`src/rtl/nand_seq_pkg.sv`:
```
package nand_seq_pkg;
    typedef enum logic [1:0] {
        ENG_IDLE = 2'd0,
        ENG_WAIT = 2'd1,
        ENG_XFER = 2'd2
    } eng_state_e;

    typedef enum logic [2:0] {
        OP_CMD  = 3'd0,
        OP_ADDR = 3'd1,
        OP_PROG = 3'd2,
        OP_READ = 3'd3,
        OP_ID   = 3'd4,
        OP_STAT = 3'd5
    } op_kind_e;

    localparam int NUM_OPS = 6;

    localparam logic [2:0] REG_CMD  = 3'd0;
    localparam logic [2:0] REG_ADDR = 3'd1;
    localparam logic [2:0] REG_CTRL = 3'd2;
    localparam logic [2:0] REG_CFG  = 3'd3;
    localparam logic [2:0] REG_BSEL = 3'd4;

    localparam int CTRL_DONE_BIT = 15;
    localparam int CFG_MASK_BIT  = 4;
    localparam int CFG_SRST_BIT  = 6;
    localparam int CFG_CE_BIT    = 7;
    localparam int BSEL_CS_LSB   = 5;
    localparam int BSEL_BUF_W    = 3;

    localparam int ID_LEN   = 6;
    localparam int STAT_LEN = 1;

    function automatic logic op_drives_bus(op_kind_e k);
        return (k == OP_CMD) || (k == OP_ADDR) || (k == OP_PROG);
    endfunction
endpackage

```
`src/rtl/nand_seq_timer.sv`:
```
module nand_seq_timer #(
    parameter int T_LOW  = 3,
    parameter int T_HIGH = 2
) (
    input  logic clk,
    input  logic rst_n,
    input  logic run,
    output logic in_low,
    output logic low_last,
    output logic high_last
);
    localparam int PERIOD = T_LOW + T_HIGH;
    localparam int CW     = $clog2(PERIOD + 1);

    logic [CW-1:0] cnt_d, cnt_q;

    always_comb begin
        cnt_d = cnt_q;
        if (!run || cnt_q == CW'(PERIOD - 1))
            cnt_d = '0;
        else
            cnt_d = cnt_q + 1'b1;
    end

    always_ff @(posedge clk or negedge rst_n) begin
        if (!rst_n) cnt_q <= '0;
        else        cnt_q <= cnt_d;
    end

    assign in_low    = run && (cnt_q < CW'(T_LOW));
    assign low_last  = run && (cnt_q == CW'(T_LOW - 1));
    assign high_last = run && (cnt_q == CW'(PERIOD - 1));
endmodule

```
`src/rtl/nand_seq_bufram.sv`:
```
module nand_seq_bufram #(
    parameter int DEPTH = 20,
    parameter int AW    = 5
) (
    input  logic          clk,
    input  logic          we,
    input  logic [AW-1:0] waddr,
    input  logic [7:0]    wdata,
    input  logic [AW-1:0] raddr_a,
    output logic [7:0]    rdata_a,
    input  logic [AW-1:0] raddr_b,
    output logic [7:0]    rdata_b
);
    logic [7:0] mem_q [DEPTH];

    always_ff @(posedge clk) begin
        if (we) mem_q[waddr] <= wdata;
    end

    assign rdata_a = mem_q[raddr_a];
    assign rdata_b = mem_q[raddr_b];
endmodule

```
`src/rtl/nand_op_seq.sv`:
```
module nand_op_seq
    import nand_seq_pkg::*;
#(
    parameter int PAGE_BYTES  = 16,
    parameter int SPARE_BYTES = 4,
    parameter int T_LOW       = 3,
    parameter int T_HIGH      = 2,
    parameter int CS_BITS     = 2
) (
    input  logic                                        clk,
    input  logic                                        rst_n,
    input  logic                                        reg_we,
    input  logic [2:0]                                  reg_addr,
    input  logic [15:0]                                 reg_wdata,
    output logic [15:0]                                 reg_rdata,
    input  logic                                        hb_we,
    input  logic [$clog2(PAGE_BYTES+SPARE_BYTES)-1:0]   hb_addr,
    input  logic [7:0]                                  hb_wdata,
    output logic [7:0]                                  hb_rdata,
    output logic                                        irq,
    output logic [(1<<CS_BITS)-1:0]                     nand_ce_n,
    output logic                                        nand_cle,
    output logic                                        nand_ale,
    output logic                                        nand_we_n,
    output logic                                        nand_re_n,
    input  logic                                        nand_rb_n,
    output logic [7:0]                                  nand_dq_o,
    output logic                                        nand_dq_oe,
    input  logic [7:0]                                  nand_dq_i
);
    localparam int XFER_LEN = PAGE_BYTES + SPARE_BYTES;
    localparam int AW       = $clog2(XFER_LEN);
    localparam int NCS      = 1 << CS_BITS;

    typedef struct packed {
        eng_state_e        st;
        op_kind_e          op;
        logic [AW-1:0]     idx;
        logic [AW-1:0]     last;
        logic              done;
        logic              srst;
        logic              irq_mask;
        logic              ce_en;
        logic [CS_BITS-1:0] cs;
        logic [BSEL_BUF_W-1:0] bsel;
        logic [15:0]       cmd;
        logic [15:0]       addr;
    } seq_state_t;

    seq_state_t s_d, s_q;

    logic       in_low, low_last, high_last;
    logic       cap_we, done_set, done_clr, abort, found;
    op_kind_e   pick;
    logic [7:0] ram_a;
    logic       ram_we;
    logic [AW-1:0] ram_waddr;
    logic [7:0] ram_wdata;

    nand_seq_timer #(.T_LOW(T_LOW), .T_HIGH(T_HIGH)) u_timer (
        .clk       (clk),
        .rst_n     (rst_n),
        .run       (s_q.st == ENG_XFER),
        .in_low    (in_low),
        .low_last  (low_last),
        .high_last (high_last)
    );

    assign ram_we    = cap_we || hb_we;
    assign ram_waddr = cap_we ? s_q.idx : hb_addr;
    assign ram_wdata = cap_we ? nand_dq_i : hb_wdata;

    nand_seq_bufram #(.DEPTH(XFER_LEN), .AW(AW)) u_buf (
        .clk     (clk),
        .we      (ram_we),
        .waddr   (ram_waddr),
        .wdata   (ram_wdata),
        .raddr_a (s_q.idx),
        .rdata_a (ram_a),
        .raddr_b (hb_addr),
        .rdata_b (hb_rdata)
    );

    always_comb begin
        s_d      = s_q;
        cap_we   = 1'b0;
        done_set = 1'b0;
        done_clr = 1'b0;
        abort    = 1'b0;
        found    = 1'b0;
        pick     = OP_CMD;

        case (s_q.st)
            ENG_WAIT: if (nand_rb_n) s_d.st = ENG_XFER;
            ENG_XFER: begin
                cap_we = !op_drives_bus(s_q.op) && low_last;
                if (high_last) begin
                    if (s_q.idx == s_q.last) begin
                        s_d.st   = ENG_IDLE;
                        done_set = 1'b1;
                    end else begin
                        s_d.idx = s_q.idx + 1'b1;
                    end
                end
            end
            default: ;
        endcase

        s_d.srst = 1'b0;

        if (reg_we) begin
            case (reg_addr)
                REG_CMD:  s_d.cmd  = reg_wdata;
                REG_ADDR: s_d.addr = reg_wdata;
                REG_CTRL: begin
                    done_clr = !reg_wdata[CTRL_DONE_BIT];
                    for (int i = NUM_OPS - 1; i >= 0; i--) begin
                        if (reg_wdata[i]) begin
                            found = 1'b1;
                            pick  = op_kind_e'(3'(i));
                        end
                    end
                    if (found && s_q.st == ENG_IDLE && !s_q.srst) begin
                        s_d.st  = ENG_WAIT;
                        s_d.op  = pick;
                        s_d.idx = '0;
                        case (pick)
                            OP_PROG, OP_READ: s_d.last = AW'(XFER_LEN - 1);
                            OP_ID:            s_d.last = AW'(ID_LEN - 1);
                            OP_STAT:          s_d.last = AW'(STAT_LEN - 1);
                            default:          s_d.last = '0;
                        endcase
                        if (pick != OP_CMD && pick != OP_ADDR) s_d.bsel = '0;
                    end
                end
                REG_CFG: begin
                    s_d.irq_mask = reg_wdata[CFG_MASK_BIT];
                    s_d.ce_en    = reg_wdata[CFG_CE_BIT];
                    if (reg_wdata[CFG_SRST_BIT]) begin
                        s_d.st   = ENG_IDLE;
                        s_d.srst = 1'b1;
                        abort    = 1'b1;
                    end
                end
                REG_BSEL: begin
                    s_d.cs   = reg_wdata[BSEL_CS_LSB +: CS_BITS];
                    s_d.bsel = reg_wdata[BSEL_BUF_W-1:0];
                end
                default: ;
            endcase
        end

        s_d.done = !abort && ((s_q.done && !done_clr) || done_set);
    end

    always_ff @(posedge clk or negedge rst_n) begin
        if (!rst_n) begin
            s_q          <= '0;
            s_q.st       <= ENG_IDLE;
            s_q.op       <= OP_CMD;
            s_q.irq_mask <= 1'b1;
        end else begin
            s_q <= s_d;
        end
    end

    logic xfer, drive, sense;
    assign xfer  = (s_q.st == ENG_XFER);
    assign drive = xfer && op_drives_bus(s_q.op);
    assign sense = xfer && !op_drives_bus(s_q.op);

    assign nand_we_n  = !(drive && in_low);
    assign nand_re_n  = !(sense && in_low);
    assign nand_cle   = xfer && (s_q.op == OP_CMD);
    assign nand_ale   = xfer && (s_q.op == OP_ADDR);
    assign nand_dq_oe = drive;

    always_comb begin
        nand_dq_o = 8'h00;
        if (drive) begin
            case (s_q.op)
                OP_CMD:  nand_dq_o = s_q.cmd[7:0];
                OP_ADDR: nand_dq_o = s_q.addr[7:0];
                default: nand_dq_o = ram_a;
            endcase
        end
    end

    for (genvar g = 0; g < NCS; g++) begin : g_ce
        assign nand_ce_n[g] = !(s_q.ce_en && (s_q.cs == CS_BITS'(g)));
    end

    assign irq = s_q.done && !s_q.irq_mask;

    always_comb begin
        reg_rdata = 16'h0000;
        case (reg_addr)
            REG_CMD:  reg_rdata = s_q.cmd;
            REG_ADDR: reg_rdata = s_q.addr;
            REG_CTRL: reg_rdata[CTRL_DONE_BIT] = s_q.done;
            REG_CFG: begin
                reg_rdata[CFG_MASK_BIT] = s_q.irq_mask;
                reg_rdata[CFG_SRST_BIT] = s_q.srst;
                reg_rdata[CFG_CE_BIT]   = s_q.ce_en;
            end
            REG_BSEL: begin
                reg_rdata[BSEL_CS_LSB +: CS_BITS] = s_q.cs;
                reg_rdata[BSEL_BUF_W-1:0]         = s_q.bsel;
            end
            default: ;
        endcase
    end
endmodule

```
`config.mk`:
```
export PLATFORM = sky130hd
export DESIGN_NAME = nand_op_seq
export DESIGN_NICKNAME = d
export VERILOG_FILES = /design/src/rtl/nand_seq_pkg.sv /design/src/rtl/nand_seq_timer.sv /design/src/rtl/nand_seq_bufram.sv /design/src/rtl/nand_op_seq.sv
export SDC_FILE = /design/constraint.sdc
export NUM_CORES = 1
export LEC_CHECK = 0
export BUFFER_PORTS_ARGS = -buffer_cell sky130_fd_sc_hd__buf_2
export CAP_MARGIN = 10
export CORE_UTILIZATION = 40
export DETAILED_ROUTE_END_ITERATION = 10
export PLACE_DENSITY = 0.64
export SLEW_MARGIN = 0
export SYNTH_ARGS = -nofsm -noshare
export SYNTH_HDL_FRONTEND = slang
export SYNTH_HIERARCHICAL = 1
export SYNTH_SLANG_ARGS = --single-unit
```
`constraint.sdc`:
```
create_clock -name clk -period 2.8 [get_ports clk]
set_input_delay 0.14 -clock clk [delete_from_list [all_inputs] [get_ports clk]]
set_output_delay 0.14 -clock clk [all_outputs]
set_load 0.01 [all_outputs]
```
==> results.ini, run 1 <==
[synthesis]
synth_cells = 751
syn_area_mm2 = 0.0110
synth_enable_flop_cells = 160
ys_ff_latch = 217
async_flop_share_pct = 26.3
ys_seq_area_share_pct = 56.7
synth_nets = 803
yosys_most_used_dff = edfxtp_1
yosysWarnings = 6
syn_avg_cell_area_um2 = 14.6
synthDistinctLibCells = 62

[timing]
worstMarginPinSlew_ns = 0.721
relSlewSlack_pct = 51.9
hold_viol = 0
rsz0062_at_grt = yes
clock_skew_ns = 0.0177
tns_ns = -0.0189
fmax_ghz = 0.355
setup_viol = 2
setup_ws_ns = -0.0184
report.final.slew_viol_count = 0
fin_crit_sh_pct = 101
finalHoldWorstSlack_ns = 0.00763
finalCriticalPeriod_ns = 2.82

[floorplan]
core_mm2 = 0.0270
start_util_pct = 40.8
dieArea_mm2 = 0.0282
ios = 87
dieWidth_um = 168
num_rows = 60
die_h_um = 168

[clock_network]
insertion_delay_ns = 0.52
clk_pin_slew_ns = 0.06
cts_made_buffers = 25
cts_tree = done
clk_path_buf_depth = 3
ctsRootBufferMaster = clkbuf_16
htreeDepth = 1
clock-sinks = 217

[cells_and_area]
diodes = 0
fill_cells = 2361
finalNetCount = 951
area.growth.synth_to_final_pct = 19.8
final_layout_size_suffix_gt1_share_pct = 36.6
final_area_mm2 = 0.0132

[global_route]
grt_start_max_net_pins = 43
antenna_found_initial = 1
grt_pass1_vias = 7397
grt_overflow_total = 0
grt_pass1_wl_um = 44500
grt_usage_pct = 21.1

[route]
drtIter0Drc = 588
drt.antenna.violating_nets = 0
via_per_inst = 5.79
wirelength_um = 29500
vias = 7290
route.detailed.drc = 0
wl_per_cell_um = 23.4
dr.pass1.iters = 5

[setup_path]
cp.required_ns = 2.66
crit_fanout = 14
endpoint_kind = output pin
r2r_cells = 9
startpoint_type = flip-flop
criticalPathCategory = flip-flop to output pin
arrival_ns = 2.68

[hold_path]
holdCritPathClass = primary input to flip-flop
hold_path_depth = 3

[power]
p_per_area_mw_per_mm2 = 675
ir_drop_mv = 0.433
p_leak_nw = 4.91

[place]
placed_cell_area_mm2 = 0.0120
place_ws_ns = 0.0183
place_congestion = 0.887
io_buffer_count = 86
place_hpwl_um = 20000

[job]
cap_violations = 0

[run_status]
outcome = finished with violations
violations = negative setup slack

## report_power, final
group          total (mW)  internal (mW)  switching [mW]
clock                3.15           1.83            1.32
combinational        1.94          0.836            1.10
sequential           3.80           3.66           0.145
total                8.89           6.32            2.57
## flip-flops by register name (all words and copies together) (netlist names)
register       cells
s_q               54
u_buf/mem_q      160
u_timer/cnt_q      3
## synth_stat cells (7+ instances only)
cell type,n,area (um2)
mux2i_1,79,791
mux2_2,57,642
mux4_1,8,210
nand2_1,36,135
a211oi_1,8,60.1
edfxtp_1,160,4800
a21oi_1,17,85.1
mux4_2,47,1060
o211ai_1,9,67.6
dfrtp_1,56,1400
buf_2,10,50.1
o21ai_1,7,35.0
a221oi_1,8,70.1
o21ai_0,22,110
inv_1,18,67.6
ha_1,7,87.6
nor2_1,62,233
a22oi_1,23,173
clkbuf_1,13,48.8
nor2b_1,10,62.6
## layout make-up
| class | instances | area [um2] | share of cell area, % |
|---|---|---|---|
| flip-flops and latches | 217 | 6240 | 47.3 |
| multi-input cells | 472 | 4530 | 34.4 |
| repair buffers | 165 | 1120 | 8.48 |
| clock buffers | 33 | 686 | 5.21 |
| well taps | 341 | 427 | 3.24 |
| clock inverters | 12 | 113 | 0.855 |
| inverters | 18 | 67.6 | 0.513 |
## through the flow
stage / power [mW] / utilization, % / instances
after floorplan: 5.02 / - / 751
after global placement: 5.65 / 44.5 / 1185
after detailed placement: 5.66 / 44.5 / 1185
after CTS: 8.87 / 48.5 / 1251
after global routing: 9.23 / 48.9 / 1258
final: 8.89 / 48.9 / 1258
## path summary, 6_finish.rpt
kind,startpoint,end,slack [ns]
min in group asynchronous,rst_n,s_q[40],0.05
min,reg_wdata[4],s_q[38],0.008
max in group asynchronous,rst_n,s_q[11],1.84
max reg2reg,s_q[54],u_buf/mem_q[10][1],0.14
max,s_q[47],nand_dq_o[5],-0.02
min reg2reg,s_q[27],s_q[27],0.50
## cells by family after synthesis
family	synth area share, %
AOI/OAI and AO/OA	7.23
xor gates and xnor gates	0.239
adders and majority gates	0.796
buffers and inverters	3.20
DFF	56.7
muxes	24.8
and+or+nand+nor	7.09
## routing by layer
| metal | up-vias | part of all wire (%) | GRT usage, % |
|---|---|---|---|
| met2 | 335 | 45 | 32.8 |
| met5 | - | 0.17 | 0 |
| met4 | 2 | 3.0 | 7.10 |
| met1 | 3647 | 43 | 29.2 |
| met3 | 60 | 8.5 | 4.87 |
| li1 | 3246 | - | - |
## repair_timing
item                                    4_1_cts  5_1_grt
gates cloned                                  1        0
endpoints found under the setup margin       15      102
buffers inserted                              5        8
endpoints found under the hold margin        49        0
hold buffers                                 15        0
pin swaps                                     3       13
resized for setup                            16       21
## critical path, cell delays in order, from the launching register on
cell      delay (ns)
dfrtp_2         0.48
buf_12          0.18
mux4_2          0.37
mux2i_1         0.09
o211ai_1        0.36
nor2_1          0.13
a211oi_2        0.34
buf_2           0.20
## layout by cell type (no fill, tap or decap), types with 23 or more instances in the layout
master,Yosys,routed
buf_4,6,57
mux2i_1,79,78
clkbuf_16,0,25
dfrtp_1,56,53
a22oi_1,23,23
nand2_1,36,35
edfxtp_1,160,160
buf_2,10,86
nor2_1,62,60
mux4_2,47,47
mux2_2,57,56
Power figures use the tool's default switching activity.
==> run 2: changes to the inputs <==
--- a/config.mk
+++ b/config.mk
@@ -9,7 +9,9 @@
 export CAP_MARGIN = 10
 export CORE_UTILIZATION = 40
 export DETAILED_ROUTE_END_ITERATION = 10
+export HOLD_SLACK_MARGIN = 0.1
 export PLACE_DENSITY = 0.64
+export SKIP_LAST_GASP = 1
 export SLEW_MARGIN = 0
 export SYNTH_ARGS = -nofsm -noshare
 export SYNTH_HDL_FRONTEND = slang
==> run 2 against run 1 <==
- the run still ends with negative setup slack left
- cell count is 0.32% higher
- routed wire length about the same
- global-route usage shrank 0.10 points
- sequential power is essentially flat
- flip-flop and latch count unchanged
- first-iteration DRC count is 4.4% higher
- utilization is 0.056 points higher
- maximum frequency shrank 1.1%
- critical path depth unchanged
- critical endpoint unchanged
- highest routed layer unchanged
==> results.ini, run 2 (synthesized netlist as in run 1, its figures left out) <==
[setup_path]
r2r_cells = 9
cp.required_ns = 2.66
crit_fanout = 16
regToRegEndpoint = u_buf/mem_q[10][1]
reg2reg_from = s_q[54]
startpoint_type = flip-flop
criticalPathCategory = flip-flop to output pin
arrival_ns = 2.71
r2r_slack_ns = 0.13
endpoint_kind = output pin

[cells_and_area]
final_layout_size_suffix_gt1_share_pct = 35.7
final_common_cell = edfxtp_1
final_cell_mix = edfxtp_1, buf_2, mux2i_1
largestRegisters = u_buf/mem_q x160, s_q x54, u_timer/cnt_q x3
fill_cells = 2356
top_register = u_buf/mem_q
area.growth.synth_to_final_pct = 19.9
diodes = 0
finalNetCount = 955
largest_reg_flops = 160
fin_cells = 1262

[global_route]
grt_pass1_wl_um = 44300
grt_start_max_net_pins = 43
grt_pass1_vias = 7406
grt_overflow_total = 0
antenna_found_initial = 1
grt_usage_pct = 21.0

[clock_network]
ctsRootBufferMaster = clkbuf_16
clk_path_buf_depth = 3
cts_made_buffers = 25
insertion_delay_ns = 0.52
htreeDepth = 1
clock-sinks = 217
clk_pin_slew_ns = 0.06
cts_tree = done

[power]
power_frac_comb_pct = 21.5
p_total_mw = 8.86
pwr-share-seq_pct = 43.0
p_leak_nw = 4.92
switching_share_pct = 28.8
clkPwrFrac_pct = 35.5
internal-power_mw = 6.31
p_sw_mw = 2.55
p_per_area_mw_per_mm2 = 672
ir_drop_mv = 0.432

[route]
wl_per_cell_um = 23.4
drtIter0Drc = 614
route.detailed.drc = 0
vias = 7349
drt.antenna.violating_nets = 0
dr.pass1.iters = 5
wirelength_um = 29500
via_per_inst = 5.82

[timing]
rsz0062_at_grt = yes
hold_viol = 0
tns_ns = -0.165
worstMarginPinSlew_ns = 0.728
clock_skew_ns = 0.0195
fin_crit_sh_pct = 102
relSlewSlack_pct = 51.5
report.final.slew_viol_count = 0
setup_viol = 5
finalCriticalPeriod_ns = 2.85
setup_ws_ns = -0.0501
fmax_ghz = 0.351

[run_status]
violations = negative setup slack
outcome = finished with violations

[place]
place_hpwl_um = 20000
io_buffer_count = 86
dpl.cell_count = 1185
place_congestion = 0.887

[floorplan]
ios = 87
dieArea_mm2 = 0.0282
num_rows = 60
dieWidth_um = 168
die_h_um = 168
start_util_pct = 40.8
core_mm2 = 0.0270

[hold_path]
hold_path_depth = 4
hp-start = reg_addr[2]
holdPathEnd = s_q[38]
holdCritPathClass = primary input to flip-flop

[job]
cap_violations = 0

## run 2: metrics by stage
stage	util [%]	area, um2	setup slack [ns]	hold WS [ns]
2_1_floorplan	-	11000	-0.0493	-0.156
3_3_place_gp	44.5	12000	0.0754	0.0724
3_5_place_dp	44.5	12000	0.0183	0.0733
4_1_cts	48.6	13100	-0.0542	0.264
5_1_grt	48.9	13200	-0.162	0.314
6_report	48.9	13200	-0.0501	0.272
## run 2: how the worst max path moves through the flow
stage / startpoint / to
2_1_floorplan: s_q[54] / u_buf/mem_q[4][0]
3_3_place_gp: s_q[54] / u_buf/mem_q[16][2]
3_5_place_dp: s_q[54] / u_buf/mem_q[16][2]
4_1_cts: s_q[47] / nand_dq_o[7]
5_1_grt: s_q[47] / nand_dq_o[1]
6_report: s_q[47] / nand_dq_o[5]
## run 2: area by class of cell
cell class	count	area, um2	share of cell area, %
clock inverters	12	113	0.854
multi-input cells	472	4490	34.1
flip-flops and latches	217	6240	47.3
repair buffers	169	1170	8.85
well taps	341	427	3.24
clock buffers	33	686	5.20
inverters	18	67.6	0.512
## run 2: worst max-delay path, stage by stage, from the launching register on
cell and delay (ns):
dfrtp_2 0.50, buf_12 0.21, mux4_2 0.50, o21ai_0 0.26
o211ai_1 0.25, nor2_1 0.21, a211oi_2 0.07, buf_2 0.17
## run 2: power by group through the flow
stage	Sequential (mW)	Combinational (mW)	Clock [mW]
2_1_floorplan	3.83	1.19	0
3_3_place_gp	3.86	1.78	0
3_5_place_dp	3.87	1.79	0
4_1_cts	3.81	1.85	3.20
5_1_grt	3.84	2.05	3.31
6_report	3.81	1.90	3.14
## run 2: layer usage
layer,up-vias,global-route usage [%],wire [um]
met2,371,32.5,13400
met3,62,4.82,2630
met1,3665,29.0,12500
met4,2,7.50,881
met5,-,0,13
li1,3249,-,-
## run 2: repair_timing
item,4_1_cts,5_1_grt
cloned,1,0
hold buffers,21,0
endpoints found under the hold margin,104,0
setup endpoints to repair,15,102
pin swaps,3,15
setup buffers,5,6
gates resized for setup,12,15
